===== src/rtl/t1c_pkg.sv =====
package t1c_pkg;

  localparam int BYTE_W = 8;
  localparam int MW_LEN = 8;
  localparam int MW_W   = $clog2(MW_LEN);

  typedef enum logic [2:0] {
    SUB_NONE  = 3'd0,
    SUB_TRUNK = 3'd1,
    SUB_ALAW  = 3'd2,
    SUB_ULAW  = 3'd3,
    SUB_LOOP  = 3'd4
  } subst_e;

  typedef struct packed {
    logic              valid;
    subst_e            subst;
    logic [BYTE_W-1:0] invMask;
    logic              gapLsb;
    logic              gapAll;
    logic [MW_W-1:0]   mwPhase;
  } strobes_t;

  function automatic subst_e decodeSubst(input logic [2:0] code);
    case (code)
      3'd1:    return SUB_TRUNK;
      3'd2:    return SUB_ALAW;
      3'd3:    return SUB_ULAW;
      3'd4:    return SUB_LOOP;
      default: return SUB_NONE;
    endcase
  endfunction

  function automatic logic [BYTE_W-1:0] alawTone(input logic [MW_W-1:0] ph);
    logic [BYTE_W-1:0] b;
    b = (ph[0] ^ ph[1]) ? 8'h21 : 8'h34;
    if (ph[2]) b = b | 8'h80;
    return b;
  endfunction

  function automatic logic [BYTE_W-1:0] ulawTone(input logic [MW_W-1:0] ph);
    logic [BYTE_W-1:0] b;
    b = (ph[0] ^ ph[1]) ? 8'h0B : 8'h1E;
    if (ph[2]) b = b | 8'h80;
    return b;
  endfunction

endpackage


===== src/rtl/t1c_ctrl.sv =====
module t1c_ctrl
  import t1c_pkg::*;
#(
  parameter int NUM_CH = 24,
  parameter int CH_W   = 5
) (
  input  logic              clk,
  input  logic              rstN,
  input  logic              cfgWrEn,
  input  logic [CH_W-1:0]   cfgWrAddr,
  input  logic [BYTE_W-1:0] cfgWrData,
  input  logic [2:0]        globalSubst,
  input  logic              txClkMaster,
  input  logic              perChanCtrlEn,
  input  logic              inValid,
  input  logic [CH_W-1:0]   inChan,
  output strobes_t          strobes
);

  localparam logic [CH_W-1:0] LAST_CH = CH_W'(NUM_CH - 1);

  logic [BYTE_W-1:0] ctrlMem [NUM_CH];
  logic [BYTE_W-1:0] word;
  logic [MW_W-1:0]   mwPhase;
  logic              gapEn;

  genvar gi;
  generate
    for (gi = 0; gi < NUM_CH; gi++) begin : g_word
      always_ff @(posedge clk or negedge rstN) begin
        if (!rstN) ctrlMem[gi] <= '0;
        else if (cfgWrEn && cfgWrAddr == CH_W'(gi)) ctrlMem[gi] <= cfgWrData;
      end
    end
  endgenerate

  always_ff @(posedge clk or negedge rstN) begin
    if (!rstN) mwPhase <= '0;
    else if (inValid && inChan == LAST_CH) mwPhase <= mwPhase + 1'b1;
  end

  always_comb begin
    word = '0;
    for (int i = 0; i < NUM_CH; i++)
      if (inChan == CH_W'(i)) word = ctrlMem[i];
  end

  assign gapEn = txClkMaster & perChanCtrlEn;

  always_comb begin
    strobes.valid   = inValid;
    strobes.subst   = decodeSubst((globalSubst != 3'd0) ? globalSubst : word[7:5]);
    strobes.invMask = ({8{word[4]}} & 8'h80) ^ ({8{word[3]}} & 8'h2A)
                    ^ ({8{word[2]}} & 8'h55);
    strobes.gapAll  = gapEn & word[0];
    strobes.gapLsb  = gapEn & word[1] & ~word[0];
    strobes.mwPhase = mwPhase;
  end

endmodule


===== src/rtl/t1c_datapath.sv =====
module t1c_datapath
  import t1c_pkg::*;
#(
  parameter int CH_W = 5
) (
  input  logic              clk,
  input  logic              rstN,
  input  strobes_t          strobes,
  input  logic [CH_W-1:0]   inChan,
  input  logic [BYTE_W-1:0] inByte,
  input  logic [BYTE_W-1:0] trunkCode,
  input  logic [BYTE_W-1:0] loopByte,
  output logic              outValid,
  output logic [CH_W-1:0]   outChan,
  output logic [BYTE_W-1:0] outByte,
  output logic [BYTE_W-1:0] outClkEn
);

  logic [BYTE_W-1:0] substByte;
  logic [BYTE_W-1:0] condByte;
  logic [BYTE_W-1:0] maskNext;

  always_comb begin
    case (strobes.subst)
      SUB_TRUNK: substByte = trunkCode;
      SUB_ALAW:  substByte = alawTone(strobes.mwPhase);
      SUB_ULAW:  substByte = ulawTone(strobes.mwPhase);
      SUB_LOOP:  substByte = loopByte;
      default:   substByte = inByte;
    endcase
    condByte = substByte ^ strobes.invMask;
    if (!strobes.valid)     maskNext = '1;
    else if (strobes.gapAll) maskNext = '0;
    else if (strobes.gapLsb) maskNext = 8'hFE;
    else                     maskNext = '1;
  end

  always_ff @(posedge clk or negedge rstN) begin
    if (!rstN) begin
      outValid <= 1'b0;
      outChan  <= '0;
      outByte  <= '0;
      outClkEn <= '1;
    end else begin
      outValid <= strobes.valid;
      outClkEn <= maskNext;
      if (strobes.valid) begin
        outChan <= inChan;
        outByte <= condByte;
      end
    end
  end

endmodule


===== src/rtl/t1c_top.sv =====
module t1c_top
  import t1c_pkg::*;
#(
  parameter int NUM_CH = 24,
  parameter int CH_W   = $clog2(NUM_CH)
) (
  input  logic              clk,
  input  logic              rstN,
  input  logic              cfgWrEn,
  input  logic [CH_W-1:0]   cfgWrAddr,
  input  logic [7:0]        cfgWrData,
  input  logic [2:0]        globalSubst,
  input  logic [7:0]        trunkCode,
  input  logic [7:0]        loopByte,
  input  logic              txClkMaster,
  input  logic              perChanCtrlEn,
  input  logic              inValid,
  input  logic [CH_W-1:0]   inChan,
  input  logic [7:0]        inByte,
  output logic              outValid,
  output logic [CH_W-1:0]   outChan,
  output logic [7:0]        outByte,
  output logic [7:0]        outClkEn
);

  strobes_t strobes;

  t1c_ctrl #(.NUM_CH(NUM_CH), .CH_W(CH_W)) u_ctrl (
    .clk(clk), .rstN(rstN), .cfgWrEn(cfgWrEn), .cfgWrAddr(cfgWrAddr),
    .cfgWrData(cfgWrData), .globalSubst(globalSubst), .txClkMaster(txClkMaster),
    .perChanCtrlEn(perChanCtrlEn), .inValid(inValid), .inChan(inChan),
    .strobes(strobes)
  );

  t1c_datapath #(.CH_W(CH_W)) u_dp (
    .clk(clk), .rstN(rstN), .strobes(strobes), .inChan(inChan), .inByte(inByte),
    .trunkCode(trunkCode), .loopByte(loopByte), .outValid(outValid),
    .outChan(outChan), .outByte(outByte), .outClkEn(outClkEn)
  );

endmodule


===== config.mk =====
export PLATFORM = sky130hd
export DESIGN_NAME = t1c_top
export DESIGN_NICKNAME = d
export VERILOG_FILES = /design/src/rtl/t1c_pkg.sv /design/src/rtl/t1c_ctrl.sv /design/src/rtl/t1c_datapath.sv /design/src/rtl/t1c_top.sv
export SDC_FILE = /design/constraint.sdc
export NUM_CORES = 1
export LEC_CHECK = 0
export ABC_AREA = 1
export BUFFER_PORTS_ARGS = -buffer_cell sky130_fd_sc_hd__buf_2
export CORE_ASPECT_RATIO = 1.5
export CORE_MARGIN = 10
export CORE_UTILIZATION = 40
export CTS_CLUSTER_SIZE = 24
export DETAILED_ROUTE_END_ITERATION = 8
export GPL_ROUTABILITY_DRIVEN = 0
export PLACE_DENSITY_LB_ADDON = 0.05
export SLEW_MARGIN = 20
export SYNTH_ARGS = -nofsm -noshare
export SYNTH_HDL_FRONTEND = slang
export SYNTH_SLANG_ARGS = --single-unit

===== constraint.sdc =====
create_clock -name clk -period 2.95 [get_ports clk]
set_input_delay 0.1475 -clock clk [delete_from_list [all_inputs] [get_ports clk]]
set_output_delay 0.1475 -clock clk [all_outputs]
set_load 0.005 [all_outputs]

After elaboration in Yosys (flattened, before gate mapping). Cells that the tools add are included.

Register bits: 217. Bits of input ports: 51. Output and inout bits: 22. Logic and storage cells: 155.

Add/sub/neg operators: 1. Equal/unequal tests: 54. Mux-type cells: 34. Bitwise gates (word level): 9. Reduce and logical (&&, ||, !) cells: 28.

Operators by type and width (count): $mux W8 (28); $eq A5 B4 Y1 const B (16); $eq A5 B5 Y1 const B (16); $eq A5 B3 Y1 const B (8); $pmux W8 S4 (1); $logic_and A1 B1 Y1 (25); $eq A5 B2 Y1 const B (4); $eq A3 B2 Y1 const B (4); $pmux W3 S4 (1); $eq A5 B1 Y1 const B (2); $logic_not A5 Y1 (2); $mux W5 (2); $xor A8 B6 Y8 (1); $xor A8 B7 Y8 (1); $xor A8 B8 Y8 (1); $eq A3 B1 Y1 const B (2); $eq A3 B3 Y1 const B (2); $and A1 B1 Y1 (4); $add A3 B1 Y3 const B (1); $mux W3 (1); $reduce_bool A3 Y1 (1); $mux W1 (1); $not A1 Y1 (1); $xor A1 B1 Y1 (1).

Longest topological paths before layout.
Word-level depth: 31. Mapped depth: 28. Gate-level depth less buffers: 27.

Hierarchy. From an unflattened synthesis, not the netlist that was laid out.

Cells, all modules: 1260. Area total of the unflattened synthesis: 9892.0 sq um.

Modules (own cells, without submodules): t1c_ctrl (times used 1, cells each 1099, area each 8837.2 sq um, sequential area each 4879.7 sq um); t1c_datapath (times used 1, cells each 161, area each 1054.8 sq um, sequential area each 402.9 sq um).

Worst setup path after synthesis. Ideal clock, no wire load.

Kind: input-to-reg. Start point: input port inChan[0]. End point: register u_dp.outByte[2]. Library setup time: 0.117 ns. Arrival: 2.199 ns. Required time: 2.833 ns. Setup slack: 0.634 ns. Stages on the path: 24. Path buffers: 1. Cell sequence: nor2_2 -> nand2_2 -> nor2_8 -> inv_2 -> nor2_1 -> o21bai_1 -> nand4_1 -> nand2_1 -> nand3_1 -> nand2_1 -> nand4_1 -> nor2_1 -> nand4_1 -> nor2_1 -> nand4_2 -> a21oi_4 -> buf_4 -> nand4_1 -> nand2_1 -> inv_1 -> nand3_1 -> nand2_1 -> nand3_1 -> nand2_1.

Word-level cells in the longest chain between the ends: 31. Elaborated cells on any way between the ends: 61.

Ends and longest elaborated chain: start, declared (line t1c_top.sv:18) `input logic [CH_W-1:0] inChan,`; $logic_not A5 Y1 (line t1c_ctrl.sv:45) `if (inChan == CH_W'(i)) word = ctrlMem[i];`; $mux W8 (23 in series) (line t1c_ctrl.sv:45); $mux W8 * (line t1c_ctrl.sv:45); $mux W3 (line t1c_ctrl.sv:52) `strobes.subst = decodeSubst((globalSubst != 3'd0) ? globalSubst : word[7:5]);`; $eq A3 B3 Y1 (tied with other cells) (line t1c_pkg.sv:25) `case (code)`; $pmux W3 S4 (line t1c_pkg.sv:25); $eq A3 B3 Y1 (tied with other cells) (line t1c_datapath.sv:24) `case (strobes.subst)`; $pmux W8 S4 (line t1c_datapath.sv:24); $xor A8 B8 Y8 * (line t1c_datapath.sv:31) `condByte = substByte ^ strobes.invMask;`; end signal, assigned (line t1c_datapath.sv:49) `outByte <= condByte;`; end, declared (line t1c_datapath.sv:15) `output logic [BYTE_W-1:0] outByte,`.

Mark *: on every way between the ends. The rest lies on a longest branch, timed or not. A chain may end at the register's enable or synchronous reset.

Worst setup path in the final report.
Start point: register u_ctrl.ctrlMem[190] in the netlist's numbering. End point: register u_dp.outByte[3].

Word-level cells in the longest chain between the ends: 30. Elaborated cells on any way between the ends: 36.

Ends and longest elaborated chain: start, declared (line t1c_ctrl.sv:22) `logic [BYTE_W-1:0] ctrlMem [NUM_CH];`; start signal, assigned by index (line t1c_ctrl.sv:32) `else if (cfgWrEn && cfgWrAddr == CH_W'(gi)) ctrlMem[gi] <= cfgWrData;`; $mux W8 * (24 in series) (line t1c_ctrl.sv:45); $mux W3 * (line t1c_ctrl.sv:52); $eq A3 B3 Y1 (tied with other cells) (line t1c_pkg.sv:25); $pmux W3 S4 * (line t1c_pkg.sv:25); $eq A3 B3 Y1 (tied with other cells) (line t1c_datapath.sv:24); $pmux W8 S4 * (line t1c_datapath.sv:24); $xor A8 B8 Y8 * (line t1c_datapath.sv:31).

Marks and branches as above.

==> impl_results.rst <==
.. list-table::
   :header-rows: 1

   * - Metric
     - Value
   * - Result of the run
     - complete, no violations
   * - Most used flip-flop cell after synthesis
     - dfrtp_1
   * - DR vias
     - about 8.8k
   * - Kind of end point of the critical path
     - flop
   * - Number of global-route vias before repair
     - 8609
   * - Number of placed instances with taps included
     - around 1.7k
   * - Remaining routing DRC violations
     - 0
   * - Core Footprint
     - 24520 um2
   * - Reg-to-reg endpoint
     - u_dp.outByte[3]
   * - Die width
     - 149.2 um
   * - Min-Delay Path Depth
     - 3
   * - Initial antenna violation count
     - 0
   * - Worst slack at placement
     - -327.8 ps
   * - Global-route wire length before repair
     - approximately 48 mm
   * - Height of the chip
     - 213.8 um
   * - Reported max-cap violation count
     - 0
   * - Final worst-path cycle share
     - 98.36%
   * - Post-detailed-route count of antenna-violating nets
     - 0
   * - Post-synth ARST share
     - between 90% and 100%
   * - Average wire per cell in the routed design
     - 17.41 um
   * - Skew-Pair Late Insertion Delay
     - between 500 and 600 ps
   * - Antenna cells
     - 0
   * - Reg clk slew, reported paths
     - 60 ps
   * - Number of primary I/O pins
     - 73
   * - Setup ws final
     - slightly below 50 ps
   * - Static power due to leakage
     - 5.986 nW
   * - Areal power density over the cells
     - ~630 nW/um2
   * - Worst path buffer plus inverter count
     - 1
   * - Min-delay src
     - perChanCtrlEn
   * - Synthesized netlist net count
     - between 1k and 1.5k
   * - CTS max path bufs
     - 3
   * - Capture endpoint of the worst hold path
     - u_dp.outClkEn[0]
   * - Area growth from synthesis to layout
     - 21.02%
   * - Number of non-filler instances in the completed layout
     - about 1.7k
   * - DRC violation total after the first TritonRoute iteration
     - 590
   * - Fraction of the yosys area taken by sequential cells
     - 52.76%
   * - CP Cell Sequence
     - nand4_1, nand3_2, nor2_2, nand4_1, nor2_1, nand4_1, nand2_1, nand4_1, nor2_1, nand4_1, nor2_1, nand4_1, nor2_2, nor2_2, buf_6, nor2_1, nor2_1, nor2_2, nand3_1, nand3_1, nand2_1
   * - Path type of the worst setup path
     - reg2reg
   * - Crit Path Max Fanout
     - 3
   * - Number of sinks on the clock net
     - 211
   * - Fraction of layout cells with a size suffix above 1
     - between 10% and 20%
   * - CP arrival
     - 3300 ps
   * - Category of the worst setup path launch point
     - flop
   * - Clock tree from TritonCTS
     - built
   * - Largest net degree at the start of global routing
     - 66
   * - Tightest Pin Transition
     - approximately 1000 ps
   * - Maximum clock skew at final layout
     - 9.168 ps
   * - Worst reg-to-reg path cell count
     - 21
   * - H-tree levels
     - 1
   * - Synthesized area per cell
     - between 7 and 8 um2
   * - Half-perimeter wire length of the detailed placement result
     - ~22 mm
   * - Total wirelength of the detailed-routed design
     - 30.08 mm
   * - Count of endpoints failing setup in the final report
     - 0
   * - Worst vdd ir
     - a little over 0.5 mV
   * - Cell count after synthesis
     - 1259
   * - Launching point of the worst reg2reg path
     - u_ctrl.ctrlMem[190]
   * - Cell area after synthesis
     - between 10000 and 15000 um2
   * - Relative slew margins
     - 33.29%
   * - Rows
     - 70
   * - Final Util
     - approximately half
   * - Final Critical Period
     - between 2000 and 3000 ps
   * - Critical Path Max Stage Delay
     - 380 ps
   * - Fmax
     - 344.7 MHz
   * - RSZ-0062 raised after global routing
     - true
   * - Final hold violation count
     - 0
   * - Routed via count divided by cell count
     - around 5
   * - Global-route congestion overflow total
     - 0
   * - Top Family by Delay on Critical Path
     - simple AND/OR/NAND/NOR gates
   * - Register-to-register setup slack
     - about 49 ps
   * - Worst EP required
     - around 3300 ps
   * - Register bit total from synthesis
     - 211
   * - Overall die area
     - 31890 um2
   * - Total Nets Final
     - 1444
   * - Number of buffers created by CTS
     - 22
   * - Logic depth of the worst setup path including buffers
     - 21
   * - Yosys warns
     - 0
   * - Number of flops mapped to enable cells by yosys
     - 0
   * - Final-report max-slew violation count
     - 0
   * - Number of distinct library cells after synthesis
     - 35
   * - Initial DRT Pass Iterations
     - 7
   * - All-layer global routing usage
     - 18.96%
   * - Clock root cell
     - clkbuf_16
   * - Path category of the worst min-delay check
     - in2reg
   * - Cell repeated most along the worst path
     - nand4_1
   * - Number of I/O port buffers
     - 72
   * - Effective utilization at floorplan
     - 40.83%
   * - Critical-path cell with the highest stage delay
     - dfrtp_1
## tightest hold or removal path: cells and delay by family
kind,cells,cell delay [ps]
buffers and inverters,1,70
AND/OR/NAND/NOR,2,320
## power breakdown
group | internal (mW) | leakage (nW) | switching, mW
Clock | 1.62 | 0.350 | 1.13
Combinational | 0.451 | 2.91 | 0.674
Sequential | 3.42 | 2.72 | 0.297
Total | 5.50 | 5.99 | 2.10
## sequential cells by signal (all words and copies together), names as in the netlist
| register | cells |
|---|---|
| u_ctrl.ctrlMem | 192 |
| u_dp.outByte | 8 |
| u_dp.outChan | 5 |
| u_ctrl.mwPhase | 3 |
| u_dp.outClkEn | 2 |
| u_dp.outValid | 1 |
## per-stage QoR
step           hold WS, ps  total power, mW  instance area [um2]  setup TNS (ps)
2_1_floorplan       -148.1            4.373                10010               0
3_3_place_gp         76.83            4.838                11220           -3045
3_5_place_dp         75.72            4.862                11220           -2448
4_1_cts              36.95            7.658                11950               0
5_1_grt              68.74            8.036                12120           -1254
6_report             46.12            7.603                12120               0
## synthesized netlist by cell type, types with 4 or more instances
library cell	n	area, um2
clkbuf_1	41	153.9
nor3_1	10	50.05
nor2_1	69	259.0
buf_2	4	20.02
or2_2	8	50.05
nor2_2	6	37.54
nand2_1	433	1625
buf_4	8	60.06
inv_2	10	37.54
nand4_1	55	344.1
o21ai_0	211	1056
nand2_2	5	31.28
a21oi_1	14	70.07
a221oi_1	4	35.03
nand3_1	65	325.3
dfrtp_1	209	5230
inv_1	75	281.5
## cell type report
cell class              count  area, um2
clock buffers              32      659.4
clock inverters             4      45.04
fillers                  2510      12410
inverters                  86      322.8
multi-input cells         909       4280
flip-flops and latches    211       5283
well taps                 324      405.4
repair buffers            162       1121
## worst max-delay path by stage
stage,start,end,slack (ps)
3_5_place_dp,inChan[4],u_dp.outByte[1],-330
3_3_place_gp,inChan[4],u_dp.outByte[2],-410
6_report,u_ctrl.ctrlMem[190],u_dp.outByte[3],50
5_1_grt,u_ctrl.ctrlMem[190],u_dp.outByte[3],-170
4_1_cts,u_ctrl.ctrlMem[175],u_dp.outByte[1],0.4
2_1_floorplan,inChan[0],u_dp.outByte[2],630
## metal layers
| metal | track usage (%) | wire length (um) | up-vias |
|---|---|---|---|
| li1 | - | - | 4393 |
| met1 | 24.73 | 13380 | 4165 |
| met2 | 32.71 | 14930 | 175 |
| met3 | 2.532 | 1271 | 35 |
| met4 | 4.208 | 493 | 0 |
| met5 | 0 | 0 | - |
## layout by cell type (no fill, tap or decap), types with 2 or more instances in the layout
master / netlist / layout
nand2_1: 433 / 430
o21ai_0: 211 / 210
dfrtp_1: 209 / 209
buf_4: 8 / 81
inv_1: 75 / 75
buf_2: 4 / 71
nand3_1: 65 / 61
nand4_1: 55 / 55
nor2_1: 69 / 54
clkbuf_16: 0 / 23
nor2_2: 6 / 20
a21oi_1: 14 / 13
inv_2: 10 / 10
nor3_1: 10 / 10
or2_2: 8 / 8
nand2_2: 5 / 7
nand3_2: 3 / 6
clkbuf_8: 0 / 5
buf_12: 0 / 5
nor2_4: 3 / 4
clkbuf_1: 41 / 4
o22ai_1: 3 / 3
a221oi_1: 4 / 3
or2_0: 3 / 3
clkinv_2: 0 / 3
nor2_8: 2 / 2
nor3b_1: 2 / 2
a21oi_4: 2 / 2
nand3_4: 0 / 2
xnor2_1: 2 / 2
dlygate4sd3_1: 0 / 2
buf_6: 1 / 2
dfstp_2: 2 / 2
## cell families (layout without fill, tap and decap cells)
group | after synthesis | in the layout | synth area share, %
simple gates | 670 | 671 | 29.08
compound gates | 235 | 235 | 12.18
flops | 211 | 211 | 52.76
buf+inv | 140 | 284 | 5.674
xor+xnor | 2 | 2 | 0.1750
fa+ha+maj | 1 | 1 | 0.1249
## timing repair
action                                  CTS  global route
cloned                                    0             1
setup buffers                             0             3
gates resized for setup                   1            31
pin swaps                                 0            30
hold buffers                              2             0
endpoints found under the setup margin    8             9
hold endpoints to repair                109             0
(Power assumes the default switching activity.)
